--- src/rtl/spi_burst_pkg.sv ---
package spi_burst_pkg;
  localparam int WORD_W = 32;
  localparam int LEN_W  = 12;
  localparam int NB_W   = $clog2(WORD_W) + 1;
  localparam int REM_W  = LEN_W + 1;

  typedef enum logic [1:0] {
    ST_IDLE,
    ST_SHIFT,
    ST_GAP
  } seq_state_e;
endpackage

--- src/rtl/burst_fifo.sv ---
module burst_fifo #(
  parameter int WIDTH = 32,
  parameter int DEPTH = 4
) (
  input  logic             clk,
  input  logic             rst_n,
  input  logic             in_valid,
  output logic             in_ready,
  input  logic [WIDTH-1:0] in_data,
  output logic             out_valid,
  input  logic             out_ready,
  output logic [WIDTH-1:0] out_data
);
  localparam int AW = (DEPTH > 1) ? $clog2(DEPTH) : 1;
  localparam int CW = $clog2(DEPTH + 1);

  logic [WIDTH-1:0] mem [DEPTH];
  logic [AW-1:0]    wp, rp;
  logic [CW-1:0]    cnt;
  logic             wr, rd;

  assign in_ready  = (cnt != CW'(DEPTH));
  assign out_valid = (cnt != '0);
  assign out_data  = mem[rp];
  assign wr        = in_valid && in_ready;
  assign rd        = out_valid && out_ready;

  always_ff @(posedge clk) begin
    if (wr) mem[wp] <= in_data;
  end

  always_ff @(posedge clk or negedge rst_n) begin
    if (!rst_n) begin
      wp  <= '0;
      rp  <= '0;
      cnt <= '0;
    end else begin
      if (wr) wp <= (wp == AW'(DEPTH - 1)) ? '0 : wp + 1'b1;
      if (rd) rp <= (rp == AW'(DEPTH - 1)) ? '0 : rp + 1'b1;
      cnt <= cnt + CW'(wr) - CW'(rd);
    end
  end
endmodule

--- src/rtl/spi_word_shifter.sv ---
module spi_word_shifter
  import spi_burst_pkg::*;
#(
  parameter int DIV_W = 8
) (
  input  logic              clk,
  input  logic              rst_n,
  input  logic              go,
  input  logic [WORD_W-1:0] load_word,
  input  logic [NB_W-1:0]   load_bits,
  input  logic [DIV_W-1:0]  half_per,
  input  logic              miso_i,
  output logic              sclk_o,
  output logic              mosi_o,
  output logic              fin_o,
  output logic [WORD_W-1:0] rx_word
);
  logic [WORD_W-1:0] tx_sr;
  logic [NB_W-1:0]   left;
  logic [DIV_W-1:0]  tick, reload;
  logic              busy;

  // Each SCLK level lasts max(half_per,1) clock cycles.
  assign reload = (half_per == '0) ? '0 : half_per - 1'b1;
  assign mosi_o = tx_sr[WORD_W-1];

  always_ff @(posedge clk or negedge rst_n) begin
    if (!rst_n) begin
      tx_sr   <= '0;
      rx_word <= '0;
      left    <= '0;
      tick    <= '0;
      sclk_o  <= 1'b0;
      busy    <= 1'b0;
      fin_o   <= 1'b0;
    end else begin
      fin_o <= 1'b0;
      if (go) begin
        // Left-justify the word so the first bit to send sits in the MSB.
        tx_sr   <= load_word << (NB_W'(WORD_W) - load_bits);
        rx_word <= '0;
        left    <= load_bits;
        tick    <= reload;
        sclk_o  <= 1'b0;
        busy    <= 1'b1;
      end else if (busy) begin
        if (tick != '0) begin
          tick <= tick - 1'b1;
        end else begin
          tick <= reload;
          if (!sclk_o) begin
            // Rising edge: sample MISO.
            sclk_o  <= 1'b1;
            rx_word <= {rx_word[WORD_W-2:0], miso_i};
          end else begin
            // Falling edge: advance MOSI to the next bit.
            sclk_o <= 1'b0;
            tx_sr  <= tx_sr << 1;
            left   <= left - 1'b1;
            if (left == NB_W'(1)) begin
              busy  <= 1'b0;
              fin_o <= 1'b1;
            end
          end
        end
      end
    end
  end
endmodule

--- src/rtl/spi_burst_master.sv ---
module spi_burst_master
  import spi_burst_pkg::*;
#(
  parameter int TX_DEPTH = 4,
  parameter int RX_DEPTH = 4,
  parameter int DIV_W    = 8,
  parameter int GAP_W    = 8
) (
  input  logic              clk,
  input  logic              rst_n,
  input  logic [LEN_W-1:0]  cfg_len,
  input  logic              cfg_single,
  input  logic              cfg_auto,
  input  logic              cfg_ss_high,
  input  logic [DIV_W-1:0]  cfg_half,
  input  logic [GAP_W-1:0]  cfg_gap,
  input  logic              start,
  input  logic              tx_valid,
  output logic              tx_ready,
  input  logic [WORD_W-1:0] tx_data,
  output logic              rx_valid,
  input  logic              rx_ready,
  output logic [WORD_W-1:0] rx_data,
  output logic              sclk,
  output logic              mosi,
  input  logic              miso,
  output logic              ss,
  output logic              done,
  output logic              underflow,
  output logic              rx_overflow
);
  localparam int GCNT_W = GAP_W + DIV_W + 1;

  seq_state_e        state;
  logic [REM_W-1:0]  remaining, rem_after;
  logic [NB_W-1:0]   cur_bits, first_bits, sh_bits;
  logic [GCNT_W-1:0] gap_cnt, gap_load;
  logic [DIV_W-1:0]  half_eff;
  logic              in_burst, pend, ss_act;
  logic              done_q, uf_q, ovf_q;
  logic              txf_valid, txf_pop;
  logic [WORD_W-1:0] txf_data, sh_rx;
  logic              rxf_ready, sh_go, sh_fin, begin_ok;

  burst_fifo #(.WIDTH(WORD_W), .DEPTH(TX_DEPTH)) u_txf (
    .clk(clk), .rst_n(rst_n),
    .in_valid(tx_valid), .in_ready(tx_ready), .in_data(tx_data),
    .out_valid(txf_valid), .out_ready(txf_pop), .out_data(txf_data)
  );

  burst_fifo #(.WIDTH(WORD_W), .DEPTH(RX_DEPTH)) u_rxf (
    .clk(clk), .rst_n(rst_n),
    .in_valid(sh_fin), .in_ready(rxf_ready), .in_data(sh_rx),
    .out_valid(rx_valid), .out_ready(rx_ready), .out_data(rx_data)
  );

  spi_word_shifter #(.DIV_W(DIV_W)) u_shift (
    .clk(clk), .rst_n(rst_n), .go(sh_go),
    .load_word(txf_data), .load_bits(sh_bits), .half_per(cfg_half),
    .miso_i(miso), .sclk_o(sclk), .mosi_o(mosi), .fin_o(sh_fin), .rx_word(sh_rx)
  );

  assign half_eff   = (cfg_half == '0) ? DIV_W'(1) : cfg_half;
  assign gap_load   = GCNT_W'(cfg_gap) * (GCNT_W'(half_eff) << 1);
  // The remainder word: low bits of the length field plus one.
  assign first_bits = NB_W'(cfg_len[NB_W-2:0]) + 1'b1;
  assign rem_after  = remaining - REM_W'(cur_bits);
  assign begin_ok   = txf_valid && (cfg_auto || pend);

  assign ss          = cfg_ss_high ? ss_act : ~ss_act;
  assign done        = done_q;
  assign underflow   = uf_q;
  assign rx_overflow = ovf_q;

  always_comb begin
    sh_go   = 1'b0;
    sh_bits = NB_W'(WORD_W);
    txf_pop = 1'b0;
    case (state)
      ST_IDLE: if (begin_ok) begin
        sh_go   = 1'b1;
        sh_bits = first_bits;
        txf_pop = 1'b1;
      end
      ST_SHIFT: if (sh_fin && rem_after != '0 && cfg_single && txf_valid) begin
        sh_go   = 1'b1;
        txf_pop = 1'b1;
      end
      ST_GAP: if (gap_cnt == '0 && in_burst && txf_valid) begin
        sh_go   = 1'b1;
        txf_pop = 1'b1;
      end
      default: ;
    endcase
  end

  always_ff @(posedge clk or negedge rst_n) begin
    if (!rst_n) begin
      state     <= ST_IDLE;
      remaining <= '0;
      cur_bits  <= '0;
      gap_cnt   <= '0;
      in_burst  <= 1'b0;
      pend      <= 1'b0;
      ss_act    <= 1'b0;
      done_q    <= 1'b0;
      uf_q      <= 1'b0;
      ovf_q     <= 1'b0;
    end else begin
      done_q <= 1'b0;
      if (cfg_auto)   pend <= 1'b0;
      else if (start) pend <= 1'b1;
      if (sh_fin && !rxf_ready) ovf_q <= 1'b1;
      case (state)
        ST_IDLE: if (begin_ok) begin
          state     <= ST_SHIFT;
          ss_act    <= 1'b1;
          in_burst  <= 1'b1;
          remaining <= REM_W'(cfg_len) + 1'b1;
          cur_bits  <= first_bits;
          pend      <= 1'b0;
          uf_q      <= 1'b0;
        end
        ST_SHIFT: if (sh_fin) begin
          cur_bits  <= NB_W'(WORD_W);
          remaining <= rem_after;
          if (rem_after == '0) begin
            done_q   <= 1'b1;
            ss_act   <= 1'b0;
            in_burst <= 1'b0;
            gap_cnt  <= gap_load;
            state    <= ST_GAP;
          end else if (!txf_valid) begin
            uf_q     <= 1'b1;
            ss_act   <= 1'b0;
            in_burst <= 1'b0;
            gap_cnt  <= gap_load;
            state    <= ST_GAP;
          end else if (!cfg_single) begin
            ss_act  <= 1'b0;
            gap_cnt <= gap_load;
            state   <= ST_GAP;
          end
        end
        ST_GAP: begin
          if (gap_cnt != '0) begin
            gap_cnt <= gap_cnt - 1'b1;
          end else if (!in_burst) begin
            state <= ST_IDLE;
          end else if (txf_valid) begin
            ss_act <= 1'b1;
            state  <= ST_SHIFT;
          end else begin
            uf_q     <= 1'b1;
            in_burst <= 1'b0;
            state    <= ST_IDLE;
          end
        end
        default: state <= ST_IDLE;
      endcase
    end
  end
endmodule

--- config.mk ---
export PLATFORM = sky130hd
export DESIGN_NAME = spi_burst_master
export DESIGN_NICKNAME = d
export VERILOG_FILES = /design/src/rtl/spi_burst_pkg.sv /design/src/rtl/burst_fifo.sv /design/src/rtl/spi_word_shifter.sv /design/src/rtl/spi_burst_master.sv
export SDC_FILE = /design/constraint.sdc
export NUM_CORES = 1
export LEC_CHECK = 0
export BUFFER_PORTS_ARGS = -buffer_cell sky130_fd_sc_hd__buf_2
export CORE_ASPECT_RATIO = 0.5
export CORE_MARGIN = 4
export CORE_UTILIZATION = 50
export CTS_CLUSTER_DIAMETER = 60
export CTS_CLUSTER_SIZE = 8
export DETAILED_ROUTE_END_ITERATION = 10
export PLACE_DENSITY = 0.7
export SYNTH_ARGS = -nofsm -noshare
export SYNTH_HDL_FRONTEND = slang
export SYNTH_SLANG_ARGS = --single-unit
--- constraint.sdc ---
create_clock -name clk -period 7.34 [get_ports clk]
set_input_delay 0 -clock clk [delete_from_list [all_inputs] [get_ports clk]]
set_output_delay 0 -clock clk [all_outputs]
set_load 0.005 [all_outputs]
==> run summary <==
The run finished with clean final reports. For the worst setup path, the data required time is 7.79 ns. For the pin with the worst max-slew slack, the measured transition is 1.09 ns.

The die area came out at 0.0451 sq mm. The initialized floorplan defines 52 standard-cell rows. The number of clock buffers added by TritonCTS is 55. The biggest area contributor in the post-synthesis netlist is sky130_fd_sc_hd__edfxtp_1. The critical path is of the reg -> reg type. The die outline height was 152 microns. After detailed routing, the number of remaining DRC violations is 0. The final cell count without fillers was 2458; the area growth from synthesis to layout was 16.1%. For the internal power summed over all cells, the log shows 4.85 mW. Setup repair after global routing left no endpoint under its margin. TritonCTS built the clock tree.

The run gives 14177 as the via count of the first global-routing pass. The kind of start point of the critical path was a flop. The commonest cells after synthesis are sky130_fd_sc_hd__edfxtp_1, sky130_fd_sc_hd__nand2_1, sky130_fd_sc_hd__dfrtp_1, sky130_fd_sc_hd__mux2i_1, sky130_fd_sc_hd__inv_1. The slowest stage of the critical path is the sky130_fd_sc_hd__o31a_1 cell. The worst-case setup slack after placement came out at 1.95 ns. The die is 297 microns wide. The cell with the most instances after synthesis was sky130_fd_sc_hd__edfxtp_1. Setup violations remaining at the end of the flow were counted as 0.

The share of synthesized registers carrying an async set or reset was 0.352; the number of enable flip-flop cells after synthesis was 256. In this design, the critical path's most frequently occurring cell is sky130_fd_sc_hd__ha_1. At the end of routability-driven placement, the weighted congestion stood at 0.879.

The effective utilization at floorplan is 0.511, and the total core area is 0.0407 sq mm. The worst hold-check path type was in -> async. The cell count after placement is 2293, and the largest clock skew in the final design is 0.0154 ns.

Overall power consumption after layout is estimated at 6.81 mW. The first routing iteration left 971 violations. The switching component of the power was 1.96 mW. Via density per instance: 5.62. For the number of levels in the clock H-tree, the log shows 2. The final cycle utilization of the critical path was 0.737; the count of clock tree sinks was 395.

The number of nets in the synthesized netlist is 1883. The clock share of power is 0.348, and the portion of total power attributed to sequential cells is 0.430. Buffer type at the clock tree root: sky130_fd_sc_hd__clkbuf_16.

The run gives 0 as the final-report max-slew violation count. The most instantiated flip-flop cell in the synthesis netlist is sky130_fd_sc_hd__edfxtp_1. During placement, the flow inserted port buffers numbering 108. The worst setup path is captured at a flop. The share of the synthesized area in the top cell type came out at 0.369. The number of endpoints with negative hold slack in the final report came out at 0. Summed over all layers, the global routing overflow is 0.

After layout, the minimum clock period comes to 5.41 ns. Sum of negative setup slack: 0 ns. Registers take 0.0112 sq mm. The max-cap check violation count came out at 0. The first detailed-routing pass took 5 iterations. The routed layout has 13821 vias. The share of the core filled with cells in the final layout was 0.593; the half-perimeter wire length of the detailed placement result was 29.1 mm.

The tools report the global router's overall resource usage as 0.203. The power density over cell area was 282 mW/mm^2; the antenna diode count was 0. The number of setup buffers added after CTS is 0.

The post-route worst setup slack was 1.93 ns; the number of filler cells placed in the layout was 3280. The maximum net fanout on the critical path was 47. The ratio of cells with drive above 1 in the final layout was 0.154; the detailed-route wire length per cell was 18.2 microns. In this run the count of I/O pins placed on the die edge is 109. Ranked by total cell area, the synthesized netlist is headed by sky130_fd_sc_hd__edfxtp_1, sky130_fd_sc_hd__dfrtp_1, sky130_fd_sc_hd__mux4_2. In this run, distinct cell masters in the synthesized netlist total 78. The run gives 0.222 as the combinational share of power. The fmax came out at 185 MHz. The clock latency reported for the late side of the worst-skew pair is 0.59 ns.

The cell area that synthesis handed to floorplanning was 0.0208 sq mm. Entering global routing, the biggest net connects 74 pins. Data arrives at the worst endpoint at 5.86 ns. The share of total power consumed by net switching was 0.288. After synthesis the netlist holds a flip-flop and latch count of 395. For this run, the slowest stage of the critical path takes 0.69 ns.

The signal on the critical path passes through ha_1, or4_4, or3_1, a221o_1, xor2_1, nand4_2, o21ai_2, o31a_1, or2_1, inv_2, ha_1, inv_1, ha_1, fa_1, xor2_1, xnor2_1. The run gives 0.211 mV as the largest vdd supply drop. The run gives 3 as the number of buffers between clock root and the deepest sink.

Cell leakage power: 9.52 nW. Summing all placed instances gives a cell area of 0.0219 sq mm. The run gives 0.275 as the worst-case headroom to the max-slew limit. During synthesis, Yosys emitted a total of 0 warnings.

The cell area after layout is 0.0242 sq mm, and the global-route wire length before repair is 75.0 mm. Area of the multi-input gates: 0.00892 sq mm. For the number of antenna violations at the first check in global routing, the log shows 0. Clock-pin slew was measured on the worst setup and hold paths at 0.06 ns. The final worst hold slack was 0.00986 ns. In this run the remaining antenna-violating nets after routing total 0. In this run the mean area of a mapped cell was 12.2 sq um. Synthesis produced a netlist whose cell count is 1706.

After the last flow step, the layout net total stands at 2051. For the sequential share of the synthesized area, the log shows 0.537. For this block, the routed nets add up to 44.8 mm of wire.
## flip-flops by register name, indices dropped and copies added, names as in the netlist, 3 cells and up
name and count:
u_shift.rx_word 32, remaining 13, u_txf.mem 128, u_shift.left 6
gap_cnt 17, u_rxf.cnt 3, u_shift.tick 8, cur_bits 6
u_rxf.mem 128, u_txf.cnt 3, u_shift.tx_sr 32
## worst paths after layout
check	end	startpoint	slack [ns]	cells after the start
worst min-delay path	u_txf.rp[0]	rst_n	0.01	2
worst min register to register	remaining[4]	remaining[4]	0.50	2
worst max-delay path	u_txf.cnt[2]	remaining[5]	1.93	16
max in group asynchronous	u_shift.rx_word[25]	rst_n	5.91	3
worst max register to register	u_txf.cnt[2]	remaining[5]	1.93	16
min in group clk	u_shift.tick[0]	cfg_half[0]	0.04	4
## per-layer routing
layer | vias to the layer above | track usage | routed length, microns
met5 | - | 0 | 0
met4 | 0 | 0.0319 | 540
met3 | 53 | 0.0355 | 2280
met2 | 362 | 0.344 | 22000
met1 | 6814 | 0.282 | 20000
li1 | 6592 | - | -
## cell usage in the layout (no fill, tap or decap), types with 10 or more instances in the layout
cell	synthesis	final
sky130_fd_sc_hd__a211oi_1	13	13
sky130_fd_sc_hd__a21oi_1	67	67
sky130_fd_sc_hd__a221o_1	13	13
sky130_fd_sc_hd__a22oi_1	12	12
sky130_fd_sc_hd__a31oi_1	19	19
sky130_fd_sc_hd__a32oi_1	13	13
sky130_fd_sc_hd__and2_1	53	53
sky130_fd_sc_hd__and3_1	25	25
sky130_fd_sc_hd__buf_2	7	107
sky130_fd_sc_hd__buf_4	4	27
sky130_fd_sc_hd__clkbuf_1	66	41
sky130_fd_sc_hd__clkbuf_16	0	55
sky130_fd_sc_hd__dfrtp_1	139	137
sky130_fd_sc_hd__dlygate4sd3_1	0	64
sky130_fd_sc_hd__edfxtp_1	256	256
sky130_fd_sc_hd__fa_1	39	39
sky130_fd_sc_hd__ha_1	69	69
sky130_fd_sc_hd__inv_1	97	97
sky130_fd_sc_hd__mux2i_1	105	105
sky130_fd_sc_hd__mux4_2	65	65
sky130_fd_sc_hd__nand2_1	246	246
sky130_fd_sc_hd__nand3_1	41	41
sky130_fd_sc_hd__nor2_1	62	61
sky130_fd_sc_hd__nor3_1	22	21
sky130_fd_sc_hd__o21ai_0	58	57
sky130_fd_sc_hd__o22ai_1	10	10
sky130_fd_sc_hd__or2_2	12	12
sky130_fd_sc_hd__or3_1	11	11
sky130_fd_sc_hd__or4_1	11	11
sky130_fd_sc_hd__xnor2_1	21	20
sky130_fd_sc_hd__xor2_1	24	23
## timing repair
| action | CTS | global route |
|---|---|---|
| endpoints found under the hold margin | 232 | 0 |
| endpoints found under the setup margin | 0 | 0 |
| resized for setup | 0 | 0 |
| hold buffers | 64 | 0 |
## power by group through the flow
stage	clock [mW]	combinational, mW	sequential [mW]
3_5_place_dp	0	1.50	2.97
2_1_floorplan	0	1.09	2.88
4_1_cts	2.42	1.54	2.93
5_1_grt	2.55	1.71	2.97
3_3_place_gp	0	1.48	2.95
6_report	2.37	1.51	2.93
## layout make-up
cell class | count | share of cell area
sequential | 395 | 0.462
tap | 540 | 0.0280
multi-input combinational | 1124 | 0.369
clock inverter | 4 | 0.00352
timing repair buffer | 199 | 0.0575
inverter | 99 | 0.0154
clock buffer | 97 | 0.0639
## kinds of logic after synthesis
| logic type | share of synthesized area |
|---|---|
| buf+inv | 0.0363 |
| flops | 0.537 |
| fa+ha+maj | 0.0790 |
| xor+xnor | 0.0189 |
| compound gates | 0.0856 |
| simple gates | 0.118 |
| mux | 0.126 |
## worst max-delay path, delay by kind of cell, from the launching register on
kind                     cells  cell delay (ns)
adder cells (fa/ha/maj)      4             1.37
AO/OA/AOI/OAI                3             1.34
AND/OR/NAND/NOR              4             1.21
XOR/XNOR                     3             0.52
buffers and inverters        2             0.43
flip-flops                   1             0.39
No activity file was read; power rests on OpenSTA's default activity.
